[config.mk]
export PLATFORM = sky130hd
export DESIGN_NAME = bcd_calendar
export DESIGN_NICKNAME = d
export VERILOG_FILES = /design/src/rtl/cal_pkg.sv /design/src/rtl/cal_ctrl.sv /design/src/rtl/cal_datapath.sv /design/src/rtl/bcd_calendar.sv
export SDC_FILE = /design/constraint.sdc
export NUM_CORES = 1
export LEC_CHECK = 0
export ABC_CLOCK_PERIOD_IN_PS = 3900
export BUFFER_PORTS_ARGS = -buffer_cell sky130_fd_sc_hd__buf_4
export CORE_MARGIN = 2
export CORE_UTILIZATION = 35
export DETAILED_ROUTE_END_ITERATION = 6
export PLACE_DENSITY = 0.47
export SYNTH_ARGS = -nofsm -noshare
export SYNTH_HDL_FRONTEND = slang
export SYNTH_HIERARCHICAL = 1
export SYNTH_SLANG_ARGS = --single-unit
[constraint.sdc]
create_clock -name clk -period 3.9 [get_ports clk]
set_clock_uncertainty 0.1 [all_clocks]
set_input_delay 0.195 -clock clk [delete_from_list [all_inputs] [get_ports clk]]
set_output_delay 0.195 -clock clk [all_outputs]
set_load 0.02 [all_outputs]
[src/rtl/cal_pkg.sv]
package cal_pkg;

  localparam int DATA_W     = 8;
  localparam int NUM_FIELDS = 7;
  localparam int TIME_BASE  = 4;   // first time register address
  localparam int STOP_BIT   = 5;   // position of stop in control byte

  // strobes handed from control to datapath
  typedef struct packed {
    logic                  advance;   // apply one second this edge
    logic [NUM_FIELDS-1:0] wrField;   // one-hot: 0 sec .. 6 year
    logic [DATA_W-1:0]     wrData;
  } cal_strobe_t;

  // add one to a two-digit BCD value
  function automatic logic [7:0] bcdInc(input logic [7:0] v);
    if (v[3:0] == 4'd9) return {v[7:4] + 4'd1, 4'd0};
    else                return {v[7:4], v[3:0] + 4'd1};
  endfunction

  // BCD year divisible by four
  function automatic logic isLeap(input logic [7:0] yr);
    logic [3:0] ones;
    ones = yr[3:0];
    if (!yr[4]) return (ones == 4'd0) || (ones == 4'd4) || (ones == 4'd8);
    else        return (ones == 4'd2) || (ones == 4'd6);
  endfunction

  // last day of a month, BCD
  function automatic logic [5:0] lastDay(input logic [4:0] mon, input logic [7:0] yr);
    case (mon)
      5'h02:                      return isLeap(yr) ? 6'h29 : 6'h28;
      5'h04, 5'h06, 5'h09, 5'h11: return 6'h30;
      default:                    return 6'h31;
    endcase
  endfunction

endpackage

[src/rtl/cal_ctrl.sv]
module cal_ctrl
  import cal_pkg::*;
#(
  parameter int ADDR_W    = 4,
  parameter int PRESC_DIV = 32768
) (
  input  logic              clk,
  input  logic              rst_n,
  input  logic              refEn,
  input  logic [ADDR_W-1:0] regAddr,
  input  logic              regWr,
  input  logic [DATA_W-1:0] regWrData,
  input  logic              burstRd,
  output cal_strobe_t       st,
  output logic              stopBit
);

  localparam int             PW   = (PRESC_DIV > 1) ? $clog2(PRESC_DIV) : 1;
  localparam logic [PW-1:0]  PMAX = PW'(PRESC_DIV - 1);

  logic [PW-1:0] prescCnt;
  logic          pendingTick;
  logic          tickNow;
  logic          ctrlWr;

  assign ctrlWr  = regWr && (regAddr == ADDR_W'(0));
  assign tickNow = refEn && !stopBit && (prescCnt == PMAX);

  always_ff @(posedge clk or negedge rst_n) begin
    if (!rst_n)          prescCnt <= '0;
    else if (stopBit)    prescCnt <= '0;
    else if (refEn)      prescCnt <= tickNow ? '0 : prescCnt + PW'(1);
  end

  always_ff @(posedge clk or negedge rst_n) begin
    if (!rst_n)      stopBit <= 1'b0;
    else if (ctrlWr) stopBit <= regWrData[STOP_BIT];
  end

  // one deferred second: kept while reading, or when a new tick
  // coincides with the release of an older one
  always_ff @(posedge clk or negedge rst_n) begin
    if (!rst_n)       pendingTick <= 1'b0;
    else if (stopBit) pendingTick <= 1'b0;
    else if (burstRd) pendingTick <= pendingTick | tickNow;
    else              pendingTick <= pendingTick & tickNow;
  end

  assign st.advance = !stopBit && !burstRd && (tickNow || pendingTick);
  assign st.wrData  = regWrData;

  for (genvar i = 0; i < NUM_FIELDS; i++) begin : g_dec
    assign st.wrField[i] = regWr && (regAddr == ADDR_W'(TIME_BASE + i));
  end

  // no second may advance while stopped
  a_r8_stop_blocks: assert property (@(posedge clk) disable iff (!rst_n)
    stopBit |-> !st.advance);

  // a held-over second is released as soon as the read ends
  a_r9_pending_released: assert property (@(posedge clk) disable iff (!rst_n)
    (pendingTick && !burstRd && !stopBit) |-> st.advance);

  // prescaler stays inside its period
  a_r2_presc_bound: assert property (@(posedge clk) disable iff (!rst_n)
    prescCnt <= PMAX);

endmodule

[src/rtl/cal_datapath.sv]
module cal_datapath
  import cal_pkg::*;
#(
  parameter int ADDR_W = 4
) (
  input  logic              clk,
  input  logic              rst_n,
  input  cal_strobe_t       st,
  input  logic              stopBit,
  input  logic [ADDR_W-1:0] regAddr,
  output logic [DATA_W-1:0] regRdData
);

  logic [6:0] secR, minR;
  logic [5:0] hrR, dayR;
  logic [2:0] wdayR;
  logic [4:0] monR;
  logic [7:0] yrR;
  logic       osFlag;

  logic secRoll, minRoll, hrRoll, dayRoll, monRoll;
  logic [7:0] incSec, incMin, incHr, incDay, incMon, incYr;

  assign incSec = bcdInc({1'b0, secR});
  assign incMin = bcdInc({1'b0, minR});
  assign incHr  = bcdInc({2'b0, hrR});
  assign incDay = bcdInc({2'b0, dayR});
  assign incMon = bcdInc({3'b0, monR});
  assign incYr  = bcdInc(yrR);

  assign secRoll = (secR == 7'h59);
  assign minRoll = secRoll && (minR == 7'h59);
  assign hrRoll  = minRoll && (hrR == 6'h23);
  assign dayRoll = hrRoll && (dayR == lastDay(monR, yrR));
  assign monRoll = dayRoll && (monR == 5'h12);

  always_ff @(posedge clk or negedge rst_n) begin
    if (!rst_n) begin
      secR   <= '0;
      minR   <= '0;
      hrR    <= '0;
      dayR   <= 6'h01;
      wdayR  <= '0;
      monR   <= 5'h01;
      yrR    <= '0;
      osFlag <= 1'b1;
    end else begin
      if (st.wrField[0]) begin
        secR   <= st.wrData[6:0];
        osFlag <= st.wrData[7];
      end else if (st.advance) begin
        secR   <= secRoll ? 7'h00 : incSec[6:0];
      end

      if (st.wrField[1])                 minR <= st.wrData[6:0];
      else if (st.advance && secRoll)    minR <= minRoll ? 7'h00 : incMin[6:0];

      if (st.wrField[2])                 hrR <= st.wrData[5:0];
      else if (st.advance && minRoll)    hrR <= hrRoll ? 6'h00 : incHr[5:0];

      if (st.wrField[3])                 dayR <= st.wrData[5:0];
      else if (st.advance && hrRoll)     dayR <= dayRoll ? 6'h01 : incDay[5:0];

      if (st.wrField[4])                 wdayR <= st.wrData[2:0];
      else if (st.advance && hrRoll)     wdayR <= (wdayR >= 3'd6) ? 3'd0 : wdayR + 3'd1;

      if (st.wrField[5])                 monR <= st.wrData[4:0];
      else if (st.advance && dayRoll)    monR <= monRoll ? 5'h01 : incMon[4:0];

      if (st.wrField[6])                 yrR <= st.wrData;
      else if (st.advance && monRoll)    yrR <= (yrR == 8'h99) ? 8'h00 : incYr;
    end
  end

  always_comb begin
    case (regAddr)
      ADDR_W'(0):             regRdData = 8'(stopBit) << STOP_BIT;
      ADDR_W'(TIME_BASE + 0): regRdData = {osFlag, secR};
      ADDR_W'(TIME_BASE + 1): regRdData = {1'b0, minR};
      ADDR_W'(TIME_BASE + 2): regRdData = {2'b0, hrR};
      ADDR_W'(TIME_BASE + 3): regRdData = {2'b0, dayR};
      ADDR_W'(TIME_BASE + 4): regRdData = {5'b0, wdayR};
      ADDR_W'(TIME_BASE + 5): regRdData = {3'b0, monR};
      ADDR_W'(TIME_BASE + 6): regRdData = yrR;
      default:                regRdData = '0;
    endcase
  end

  // without a strobe the calendar holds still
  a_r9_frozen_without_strobe: assert property (@(posedge clk) disable iff (!rst_n)
    (!st.advance && (st.wrField == '0)) |=> $stable({secR, minR, hrR, dayR, wdayR, monR, yrR}));

  // seconds wrap to zero
  a_r3_sec_wraps: assert property (@(posedge clk) disable iff (!rst_n)
    (st.advance && !st.wrField[0] && secR == 7'h59) |=> (secR == 7'h00));

  // year wraps on the last second of 2099
  a_r5_year_wraps: assert property (@(posedge clk) disable iff (!rst_n)
    (st.advance && monRoll && !st.wrField[6] && yrR == 8'h99) |=> (yrR == 8'h00));

  // weekday leaves 6 only towards 0
  a_r6_wday_wraps: assert property (@(posedge clk) disable iff (!rst_n)
    (st.advance && hrRoll && !st.wrField[4] && wdayR == 3'd6) |=> (wdayR == 3'd0));

endmodule

[src/rtl/bcd_calendar.sv]
module bcd_calendar
  import cal_pkg::*;
#(
  parameter int ADDR_W    = 4,
  parameter int PRESC_DIV = 32768
) (
  input  logic              clk,
  input  logic              rst_n,
  input  logic              refEn,
  input  logic [ADDR_W-1:0] regAddr,
  input  logic              regWr,
  input  logic [7:0]        regWrData,
  input  logic              burstRd,
  output logic [7:0]        regRdData
);

  cal_strobe_t st;
  logic        stopBit;

  cal_ctrl #(.ADDR_W(ADDR_W), .PRESC_DIV(PRESC_DIV)) u_ctrl (
    .clk       (clk),
    .rst_n     (rst_n),
    .refEn     (refEn),
    .regAddr   (regAddr),
    .regWr     (regWr),
    .regWrData (regWrData),
    .burstRd   (burstRd),
    .st        (st),
    .stopBit   (stopBit)
  );

  cal_datapath #(.ADDR_W(ADDR_W)) u_dp (
    .clk       (clk),
    .rst_n     (rst_n),
    .st        (st),
    .stopBit   (stopBit),
    .regAddr   (regAddr),
    .regRdData (regRdData)
  );

endmodule

==> run metrics <==
outcome=finished, final reports clean; total of flip-flops plus latches after synthesis=60; startpoint types=flip-flop; min-delay worst type=input port to flip-flop; master of the slowest instance on the critical path=sky130_fd_sc_hd__or4_1; final number of setup-violating endpoints=0; number of core rows=41; reported leakage power=roughly 2 nW; residual overflow from global routing=0; CTS root buffer=sky130_fd_sc_hd__clkbuf_16; DRC errors left=0; global placement routability congestion=roughly 0.86; vias=roughly 4300; highest fanout seen on the critical path=16; effective utilization at floorplan=0.358; wire length of the first global-routing pass=between 20000 and 25000 um; largest voltage drop on the vdd net=0.209 mV; global-route usage over all layers=0.206; mean instance size in the synthesized netlist=just over 8 sq um; syn_nets=591; max-slew headroom at the worst pin=0.324; worst setup path category=flip-flop to flip-flop; Detail Route Antenna Nets=0; via count of the first global-routing pass=4059; CORE AREA=12600 sq um; setup tns final=0 ps; final cell area excluding filler cells=5110 sq um; met3 Use GR=0.0315; M1 GR Usage=0.297; dominant register cell in the synthesized netlist=sky130_fd_sc_hd__dfrtp_1; FMAX=between 200 and 300 MHz; WL per Instance=between 15 and 20 um; Netlist cell types=between 70 and 80; Seq/Total Area, Yosys=0.333; post-layout minimum cycle time=approximately 3400 ps; Vert. Die Dim=118 um; fill cell total of the finished layout=1329; ANT cells=0; slew of the pin with the lowest slew margin=a little over 1000 ps; instance area after placement=roughly 4800 sq um; power density relative to cell area=466 nW/um^2; final non-filler cell total=739; number of enable flip-flop cells after synthesis=0; RSZ-0062 raised after global routing=false; TritonCTS clock tree=done; largest net degree at the start of global routing=61; Port Buffers=24; number of placed instances with taps included=just over 700; number of instances resized during post-cts repair=0; cell area after synthesis=~4500 sq um; layout overhead on the synthesized area=13.0%; met2 usage=0.311; critical-path cell list=ha_1 > or4bb_1 > or4_1 > a211o_1 > or2_0 > or2_4 > a221o_1; die extent in x=between 100 and 150 um; number of warnings reported in the yosys synthesis log=6; maximum clock path buffer count=2; clock-pin slew of the registers on the worst-case setup and hold paths=approximately 60 ps; CP endpoint kind=flip-flop; clock insertion delay at the later pin of the skew report=roughly 340 ps; # IOs=25; number of iterations in the first detailed-routing pass=5; Async S/R FF share, synth=1.00; # nets final=slightly below 600; number of buffers inserted during clock tree synthesis=9; TritonCTS sink count=60; Max Cap Viol=0; antenna violations before repair=0; final hold violation count=0; proportion of layout cells with a drive suffix above 1=0.115; most utilized layer in the global route result=met2; Mapped Cells=around 560; Final Total Pwr=around 2.4 mW; detailed placement HPWL=~9700 um; postcts setup bufs=0; Die Outline Area=between 10000 and 15000 sq um; data required time of the worst path=approximately 4000 ps; number of slew-limit violations in the final report=0; number of levels in the clock H-tree=3; worst stage delay on the critical path=~570 ps; Period Utilization, post-route=0.882; WL final=between 10000 and 15000 um; number of vias per cell=5.80; arrival time worst endpoint=3560 ps; DRT iter0 DRCs=365
==> worst paths after layout <==
check | from | end | slack, ps | cells after the start
max | u_dp/hrR[0] | u_dp/monR[1] | 460 | 7
min | burstRd | u_ctrl/pendingTick | 10 | 3
max reg2reg | u_dp/hrR[0] | u_dp/monR[1] | 460 | 7
min reg2reg | u_dp/hrR[4] | u_dp/hrR[4] | 450 | 1
max in group asynchronous | rst_n | u_ctrl/stopBit | 2750 | 2
min in group asynchronous | rst_n | u_dp/yrR[3] | 410 | 2
==> registers in the layout, indices dropped and copies added, names as in the netlist <==
| register | cells |
|---|---|
| u_dp/wdayR | 3 |
| u_dp/osFlag | 1 |
| u_ctrl/prescCnt | 15 |
| u_dp/yrR | 8 |
| u_dp/secR | 7 |
| u_dp/hrR | 6 |
| u_dp/minR | 7 |
| u_dp/dayR | 6 |
| u_ctrl/pendingTick | 1 |
| u_dp/monR | 5 |
| u_ctrl/stopBit | 1 |
==> report_power, final <==
group | switching, mW | internal, mW | total [mW]
clock | 0.322 | 0.529 | 0.851
sequential | 0.212 | 0.753 | 0.965
combinational | 0.307 | 0.257 | 0.565
==> cell type report <==
class | count | area (sq um) | area share
clock inverters | 5 | 60.1 | 0.0118
multi-input cells | 438 | 2760 | 0.540
inverters | 22 | 82.6 | 0.0162
flip-flops and latches | 60 | 1510 | 0.294
well taps | 172 | 215 | 0.0421
clock buffers | 11 | 253 | 0.0494
repair buffers | 31 | 238 | 0.0465
==> per-stage QoR <==
step | setup WS (ps) | utilization | hold WS [ps]
2_1_floorplan | 920 | - | -201
3_3_place_gp | 568 | 0.379 | 267
3_5_place_dp | 486 | 0.379 | 260
4_1_cts | 486 | 0.405 | 2.46
5_1_grt | 344 | 0.405 | 19.5
6_report | 460 | 0.405 | 13.9
==> cells by family (layout without fill, tap and decap cells) <==
family | after synthesis | in the layout | share of synthesized area
and+or+nand+nor | 244 | 244 | 0.289
AOI/OAI and AO/OA | 162 | 162 | 0.237
DFF | 60 | 60 | 0.333
buffers and inverters | 58 | 69 | 0.0573
adders and majority gates | 18 | 18 | 0.0498
muxes | 9 | 9 | 0.0243
xor gates and xnor gates | 5 | 5 | 0.00968
==> cell usage after synthesis, types with 5 or more instances <==
cell	n	area (sq um)
sky130_fd_sc_hd__and3_1	6	37.5
sky130_fd_sc_hd__nand3b_1	8	60.1
sky130_fd_sc_hd__nand3_1	20	100
sky130_fd_sc_hd__a221o_1	6	60.1
sky130_fd_sc_hd__a32oi_1	7	61.3
sky130_fd_sc_hd__a22oi_1	7	52.6
sky130_fd_sc_hd__xor2_1	5	43.8
sky130_fd_sc_hd__inv_1	22	82.6
sky130_fd_sc_hd__dfrtp_1	57	1430
sky130_fd_sc_hd__o211ai_1	10	75.1
sky130_fd_sc_hd__a21oi_1	37	185
sky130_fd_sc_hd__o221ai_1	5	43.8
sky130_fd_sc_hd__nand2b_1	8	50.1
sky130_fd_sc_hd__a31oi_1	8	50.1
sky130_fd_sc_hd__or4_1	8	60.1
sky130_fd_sc_hd__nor2b_1	13	81.3
sky130_fd_sc_hd__o21ai_0	45	225
sky130_fd_sc_hd__nand2_1	55	206
sky130_fd_sc_hd__and2_1	6	37.5
sky130_fd_sc_hd__clkbuf_1	22	82.6
sky130_fd_sc_hd__nor3_1	20	100
sky130_fd_sc_hd__or3_1	5	31.3
sky130_fd_sc_hd__ha_1	18	225
sky130_fd_sc_hd__nor2_1	51	191
sky130_fd_sc_hd__nor4_1	9	56.3
sky130_fd_sc_hd__mux2_2	6	67.6
sky130_fd_sc_hd__nand4_1	6	37.5
sky130_fd_sc_hd__buf_4	8	60.1
==> metal layers <==
layer	wire [um]	vias to the layer above
met3	605	17
met2	6170	101
met4	266	0
met5	0	-
li1	-	2082
met1	6820	2087
==> cells in the final DEF, fill, tap and decap left out, types with 6 or more instances in the layout <==
cell and instances:
sky130_fd_sc_hd__and3_1 6, sky130_fd_sc_hd__nand3_1 20, sky130_fd_sc_hd__a221o_1 6, sky130_fd_sc_hd__ha_1 18, sky130_fd_sc_hd__a21oi_1 37, sky130_fd_sc_hd__inv_1 22, sky130_fd_sc_hd__a32oi_1 7, sky130_fd_sc_hd__nor2_1 51
sky130_fd_sc_hd__o21ai_0 45, sky130_fd_sc_hd__and2_1 6, sky130_fd_sc_hd__a22oi_1 7, sky130_fd_sc_hd__buf_4 29, sky130_fd_sc_hd__or4_1 8, sky130_fd_sc_hd__o211ai_1 10, sky130_fd_sc_hd__nor2b_1 13, sky130_fd_sc_hd__nand4_1 6
sky130_fd_sc_hd__nor4_1 9, sky130_fd_sc_hd__nor3_1 20, sky130_fd_sc_hd__a31oi_1 8, sky130_fd_sc_hd__dfrtp_1 57, sky130_fd_sc_hd__mux2_2 6, sky130_fd_sc_hd__nand3b_1 8, sky130_fd_sc_hd__nand2_1 55, sky130_fd_sc_hd__nand2b_1 8
sky130_fd_sc_hd__clkbuf_16 9
==> repair_timing <==
action,CTS,global route
endpoints found under the hold margin,58,0
hold buffers,2,0
endpoints found under the setup margin,0,0
==> worst max-delay path: cells and delay by family, from the launching register on <==
family	cells	cell delay, ps
fa+ha+maj	1	210
flops	1	440
simple gates	4	1770
compound gates	2	810
Power figures use the tool's default switching activity.
